File: src/rtl/qc_ldpc_pkg.sv
package qc_ldpc_pkg;
  localparam int P_W     = 10;
  localparam int LEN_W   = 16;
  localparam int LAY_W   = 9;
  localparam int DC_W    = 8;
  localparam int SUM_W   = 16;
  localparam int CNT_W   = 10;
  localparam int MV_W    = 4;
  localparam int LANES   = 128;

  localparam int P_MIN       = 2;
  localparam int P_MAX       = 512;
  localparam int N_MIN       = 4;
  localparam int N_MAX       = 32768;
  localparam int NK_MIN      = 2;
  localparam int NK_MAX      = 32766;
  localparam int LAY_MAX     = 256;
  localparam int DC_MIN      = 2;
  localparam int DC_MAX      = 128;
  localparam int ROW_MEM     = 256;
  localparam int BASE_COLS   = 256;
  localparam int DEC_SUM_MAX = 1024;
  localparam int ENC_SUM_MAX = 2044;

  localparam int NUM_RULES = 15;

  typedef enum int {
    RB_P_RANGE   = 0,
    RB_N_RANGE   = 1,
    RB_N_MULT    = 2,
    RB_N_CAP     = 3,
    RB_NK_RANGE  = 4,
    RB_NK_MULT   = 5,
    RB_NK_CAP    = 6,
    RB_K_POS     = 7,
    RB_LAY_RANGE = 8,
    RB_LAY_MEM   = 9,
    RB_DC_RANGE  = 10,
    RB_DC_MEM    = 11,
    RB_SUM_MEM   = 12,
    RB_ENC_COL   = 13,
    RB_LAY_MISM  = 14
  } rule_bit_e;
endpackage

File: src/rtl/qc_ldpc_layer_acc.sv
module qc_ldpc_layer_acc #(
  parameter int DC_W  = qc_ldpc_pkg::DC_W,
  parameter int MV_W  = qc_ldpc_pkg::MV_W,
  parameter int SUM_W = qc_ldpc_pkg::SUM_W,
  parameter int CNT_W = qc_ldpc_pkg::CNT_W
) (
  input  logic             clk_i,
  input  logic             rst_ni,
  input  logic             clr_i,
  input  logic             acc_i,
  input  logic [DC_W-1:0]  dc_i,
  input  logic [MV_W-1:0]  mv_i,
  output logic [SUM_W-1:0] sum_o,
  output logic [CNT_W-1:0] cnt_o,
  output logic             dc_range_o,
  output logic             dc_mem_o
);
  localparam int AW = DC_W + MV_W;

  logic [SUM_W-1:0] sum_q;
  logic [CNT_W-1:0] cnt_q;
  logic             rng_q, mem_q;
  logic [SUM_W:0]   sum_nx;
  logic [AW-1:0]    dc_mv;
  logic             bad_rng, bad_mem;

  assign sum_nx  = {1'b0, sum_q} + (SUM_W+1)'(dc_i);
  assign dc_mv   = AW'(dc_i) * AW'(mv_i);
  assign bad_rng = (dc_i < DC_W'(qc_ldpc_pkg::DC_MIN)) || (dc_i > DC_W'(qc_ldpc_pkg::DC_MAX));
  assign bad_mem = dc_mv > AW'(qc_ldpc_pkg::ROW_MEM);

  always_ff @(posedge clk_i or negedge rst_ni) begin
    if (!rst_ni) begin
      sum_q <= '0;
      cnt_q <= '0;
      rng_q <= 1'b0;
      mem_q <= 1'b0;
    end else if (clr_i) begin
      sum_q <= '0;
      cnt_q <= '0;
      rng_q <= 1'b0;
      mem_q <= 1'b0;
    end else if (acc_i) begin
      sum_q <= sum_nx[SUM_W] ? '1 : sum_nx[SUM_W-1:0];
      if (cnt_q != '1) cnt_q <= cnt_q + 1'b1;
      rng_q <= rng_q | bad_rng;
      mem_q <= mem_q | bad_mem;
    end
  end

  assign sum_o      = sum_q;
  assign cnt_o      = cnt_q;
  assign dc_range_o = rng_q;
  assign dc_mem_o   = mem_q;

  // the sum never wraps downward while accumulating
  assert_sum_no_wrap_R13: assert property (@(posedge clk_i) disable iff (!rst_ni)
    (acc_i && !clr_i) |=> (sum_q >= $past(sum_q)));

  // clear empties both accumulators
  assert_clear_empties_R2: assert property (@(posedge clk_i) disable iff (!rst_ni)
    clr_i |=> (sum_q == '0 && cnt_q == '0 && !rng_q && !mem_q));
endmodule

File: config.mk
export PLATFORM = sky130hd
export DESIGN_NAME = qc_ldpc_layer_acc
export DESIGN_NICKNAME = d
export VERILOG_FILES = /design/src/rtl/qc_ldpc_pkg.sv /design/src/rtl/qc_ldpc_layer_acc.sv
export SDC_FILE = /design/constraint.sdc
export NUM_CORES = 1
export LEC_CHECK = 0
export ABC_AREA = 1
export BUFFER_PORTS_ARGS = -buffer_cell sky130_fd_sc_hd__buf_2
export CAP_MARGIN = 30
export CORE_ASPECT_RATIO = 1.2
export CORE_MARGIN = 4
export CORE_UTILIZATION = 35
export CTS_CLUSTER_DIAMETER = 50
export DETAILED_ROUTE_END_ITERATION = 8
export GPL_ROUTABILITY_DRIVEN = 0
export PLACE_DENSITY = 0.5
export SLEW_MARGIN = 20
export SYNTH_ARGS = -nofsm -noshare
export SYNTH_HDL_FRONTEND = slang
export SYNTH_SLANG_ARGS = --single-unit
File: constraint.sdc
create_clock -name clk_i -period 2.15 [get_ports clk_i]
set_input_delay 0.1075 -clock clk_i [delete_from_list [all_inputs] [get_ports clk_i]]
set_output_delay 0.1075 -clock clk_i [all_outputs]
set_load 0.02 [all_outputs]
# --- After elaboration in Yosys (flattened, before gate mapping) ---
# Index checks and enable logic that the tools add are counted.
word_totals:
  reg_bits: 28
  output_inout_bits: 28
  elab_cells: 27
op_classes:
  n_addsub: 2
  multipliers: 1
  order_cmp: 3
  n_eq_ne: 1
  n_mux: 10
  bitwise_logic: 2
  n_reduce_logical: 4
op_table:
  columns: ["cell", "n"]
  rows:
  - ["two-way mux 16 bit", 3]
  - ["two-way mux 10 bit", 3]
  - ["adder 16 x 8 -> 17 bit", 1]
  - ["> comparator 12 x 9 -> 1 bit (second input constant)", 1]
  - ["multiplier 8 x 4 -> 12 bit", 1]
  - ["adder 10 x 1 -> 10 bit (second input constant)", 1]
  - ["inequality test 10 bit (second input constant)", 1]
  - ["> comparator 8 bit (second input constant)", 1]
  - ["less-than comparator 8 x 2 -> 1 bit (second input constant)", 1]
  - ["two-way mux 1 bit", 4]
  - ["nonzero test 2 bit", 2]
  - ["bitwise OR 1 bit", 2]
  - ["AND reduction 2 bit", 1]
  - ["logical OR 1 bit", 1]

# --- Logic depth before layout (Yosys ltp) ---
logic_depth:
  depth_word: 5
  mapped_depth: 19
  mapped_depth_nobuf: 18

# --- Least setup slack after synthesis ---
# OpenSTA, ideal clock, no wires.
synth_timing:
  path_type: "input -> register"
  start: "input port mv_i[3]"
  end: "register mem_q (netlist: dc_mem_o)"
  setup_ns: 0.077
  t_arrival_ns: 2.778
  path_slack_ns: -0.706
  path_stages: 17
  path_buffers: 1
  cell_sequence: "clkbuf_1 > nand2_1 > fa_1 > inv_1 > fa_1 > inv_1 > fa_1 > inv_1 > nand3_1 > nand2_1 > nand2_1 > nand2_1 > xor2_1 > nand2_1 > nand3_1 > nand2_1 > a21oi_1"
synth_between:
  elab_chain_len: 5
synth_rtl:
  columns: ["element", "line", "rtl"]
  rows:
  - ["start: declaration", "qc_ldpc_layer_acc.sv:12", "input logic [MV_W-1:0] mv_i,"]
  - ["multiplier 8 x 4 -> 12 bit", "qc_ldpc_layer_acc.sv:28", "assign dc_mv = AW'(dc_i) * AW'(mv_i);"]
  - ["> comparator 12 x 9 -> 1 bit", "qc_ldpc_layer_acc.sv:30", "assign bad_mem = dc_mv > AW'(qc_ldpc_pkg::ROW_MEM);"]
  - ["bitwise OR 1 bit", "qc_ldpc_layer_acc.sv:47", "mem_q <= mem_q | bad_mem;"]
  - ["two-way mux 1 bit", "qc_ldpc_layer_acc.sv:43", "end else if (acc_i) begin"]
  - ["two-way mux 1 bit", "qc_ldpc_layer_acc.sv:38", "end else if (clr_i) begin"]
  - ["end signal: assignment", "qc_ldpc_layer_acc.sv:47", null]
  - ["end: declaration", "qc_ldpc_layer_acc.sv:22", "logic rng_q, mem_q;"]
# No other way between the ends. The select of a mux whose other input is x is not followed.
# A chain may end at the register's enable or synchronous reset.

# --- Worst setup path in the final report ---
# Ends and elaborated chain as after synthesis.

==> results_dict.tcl <==
set metrics [dict create \
    status "finished, violations left" \
    violations "setup timing" \
    synth.avg_cell_area_um2 6.570 \
    fmaxAchievable_mhz 412.3 \
    num-nets-final 582 \
    hold_ws_ps 99.64 \
    startpoint_type "input pin" \
    synth_cell_types 32 \
    drt_iter0_markers 105 \
    grt_pass1_wl_mm 13.42 \
    arrival_ps 2590 \
    cp.required_ps 2310 \
    grtUsageTotal_pct 16.08 \
    n_antenna_cell 0 \
    io_pins 44 \
    slew_violations 0 \
    synth.largest_area_cell "dfrtp_1" \
    die-area_um2 10150 \
    via_count 2939 \
    rows 36 \
    start_util_pct 36.51 \
    dp_slack_ps -661.2 \
    area_growth_pct 25.74 \
    drive_gt1_share_pct 21.63 \
    p_per_area_nw_per_um2 630.5 \
    cts_setup_buffers 0 \
    grt_max_degree 29 \
    core_um2 8243 \
    routedWlPerCell_um 11.95 \
    setup_viol 1 \
    ant_nets 0 \
    antenna_found_initial 0 \
    seq_area_um2 700.7 \
    drc 0 \
    syn-instance-count 458 \
    grt_overflow_total 0 \
    ys_ff_latch 28 \
    dr.pass1.iters 6 \
    cts_tree "done" \
    yosysTopAreaCellShare_pct 23.28 \
    min_period_ps 2426 \
    worst_pin_slew_ps 677.0 \
    fill_cells 888 \
    yosysWarnings 0 \
    port-buffer-count 43 \
    clkLatencyLatePin_ps 280 \
    finalHoldViolCount 0 \
    synth_edf_count 0 \
    skew_ps 4.451 \
    worst-path-max-fanout 6 \
    max-vdd-ir-drop_mv 0.3761 \
    synth_ff_type "dfrtp_1" \
    root_buffer "clkbuf_8" \
    async_flop_share_pct 100.0 \
    chipWidth_um 92.65 \
    setup_slack_ps -275.7 \
    rsz0062_at_grt "yes" \
    maxSlewHeadroom_pct 54.87 \
    ys_seq_area_share_pct 23.28 \
    min_path_type "input pin to register" \
    maxCapViolCount 0 \
    numClockSinks 28 \
    grt_pass1_vias 3029 \
    multi_input_area_um2 2054 \
    cts_buffers 3 \
    path_class "input pin to register" \
    cp-end-kind "register" \
    synth_area_um2 3009 \
    viasPerCell 4.585 \
    clockBufferDepth 2 \
    synth.area.top_cells "dfrtp_1 23%, nand2_1 19%, inv_1 11%" \
    place_hpwl_mm 6.219 \
    postRouteWirelength_mm 7.658 \
    path_clk_slew_ps 100 \
    finalCritPeriodShare_pct 112.8 \
    cts_htree_levels 1 \
    cellLeakagePower_nw 2.175 \
    syn_nets 512 \
    die_y_um 109.6 \
]
flip-flops by register name, indices dropped and copies added, names as in the netlist:
signal      count
dc_range_o      1
cnt_o          10
dc_mem_o        1
sum_o          16
area by class of cell:
cell class	count	share of cell area, %
multi-input cells	330	54.30
flip-flops and latches	28	18.52
clock buffers	4	1.455
well taps	114	3.770
inverters	93	9.292
repair buffers	72	12.67
cells by family after synthesis:
family | count (synthesis) | synth area share (%)
and+or+nand+nor | 234 | 33.22
buffers and inverters | 101 | 13.06
AOI/OAI and AO/OA | 46 | 8.192
adders and majority gates | 38 | 19.04
DFF | 28 | 23.28
xor gates and xnor gates | 11 | 3.202
metrics by stage:
stage	utilization (%)	instance area (µm²)	power [W]	setup TNS (ps)	instances
after global routing	45.90	3784	0.002630	-473.5	641
after floorplan	-	3137	0.001601	-401.8	458
after CTS	45.10	3717	0.002385	-305.2	640
after detailed placement	43.78	3608	0.002018	-661.2	635
after global placement	43.78	3608	0.002006	-627.4	635
final	45.90	3784	0.002386	-275.7	641
placed cells by master (no fill, tap or decap), types with 5 or more instances in the layout:
cell,count
o21ai_0,18
nand2_1,145
a21oi_1,16
buf_4,31
nand3b_1,5
inv_1,83
fa_1,11
nor2_1,21
nand3_1,33
buf_2,35
ha_1,19
inv_2,9
dfrtp_1,28
nand2_2,7
xor2_1,9
power by group:
part / internal (W) / switching, W
clock: 0.000164 / 0.000171
combinational: 0.000564 / 0.000789
sequential: 0.000608 / 0.0000889
metal layers:
layer / part of all wire (%) / global-route usage (%) / wire (µm) / vias up
li1: - / - / - / 1561
met1: 45 / 19.90 / 3460 / 1337
met2: 51 / 30.59 / 3913 / 39
met3: 3.3 / 1.780 / 250 / 2
met4: 0.44 / 2.513 / 34 / 0
met5: 0 / 0 / 0 / -
Yosys cell counts, types with 5 or more instances:
| master | instances |
|---|---|
| nand2_1 | 153 |
| inv_1 | 91 |
| nand3_1 | 34 |
| dfrtp_1 | 28 |
| ha_1 | 25 |
| nor2_1 | 22 |
| a21oi_1 | 19 |
| o21ai_0 | 18 |
| fa_1 | 13 |
| xor2_1 | 9 |
| nand3b_1 | 5 |
worst max-delay path, stage by stage:
cell and delay, ps:
buf_12 90, nand2_4 40, fa_1 560, inv_2 40
fa_1 520, inv_2 50, fa_2 520, nand3b_1 90
nor2_2 100, nand3_1 70, nor2_1 110, nand2_1 60
nand2_1 60, nand3_1 60, nand2_1 60, a21oi_1 50
final timing paths:
kind / start / endpoint / slack [ps] / cells past startpoint
max in group asynchronous: rst_ni / cnt_o[9]$_DFFE_PN0P_ / 1320 / 2
min in group asynchronous: rst_ni / sum_o[14]$_DFFE_PN0P_ / 390 / 2
max: mv_i[3] / dc_mem_o$_DFFE_PN0P_ / -280 / 16
min: acc_i / dc_mem_o$_DFFE_PN0P_ / 100 / 3
min reg2reg: sum_o[4]$_DFFE_PN0P_ / sum_o[4]$_DFFE_PN0P_ / 510 / 2
max reg2reg: sum_o[0]$_DFFE_PN0P_ / sum_o[5]$_DFFE_PN0P_ / 240 / 12
timing repair:
| action | 4_1_cts | 5_1_grt |
|---|---|---|
| hold buffers | 1 | 0 |
| endpoints found under the hold margin | 28 | 0 |
| setup endpoints to repair | 1 | 17 |
| resized for setup | 14 | 24 |
| pin swaps | 7 | 16 |
| cloned | 0 | 1 |
No activity file was read; power rests on OpenSTA's default activity.
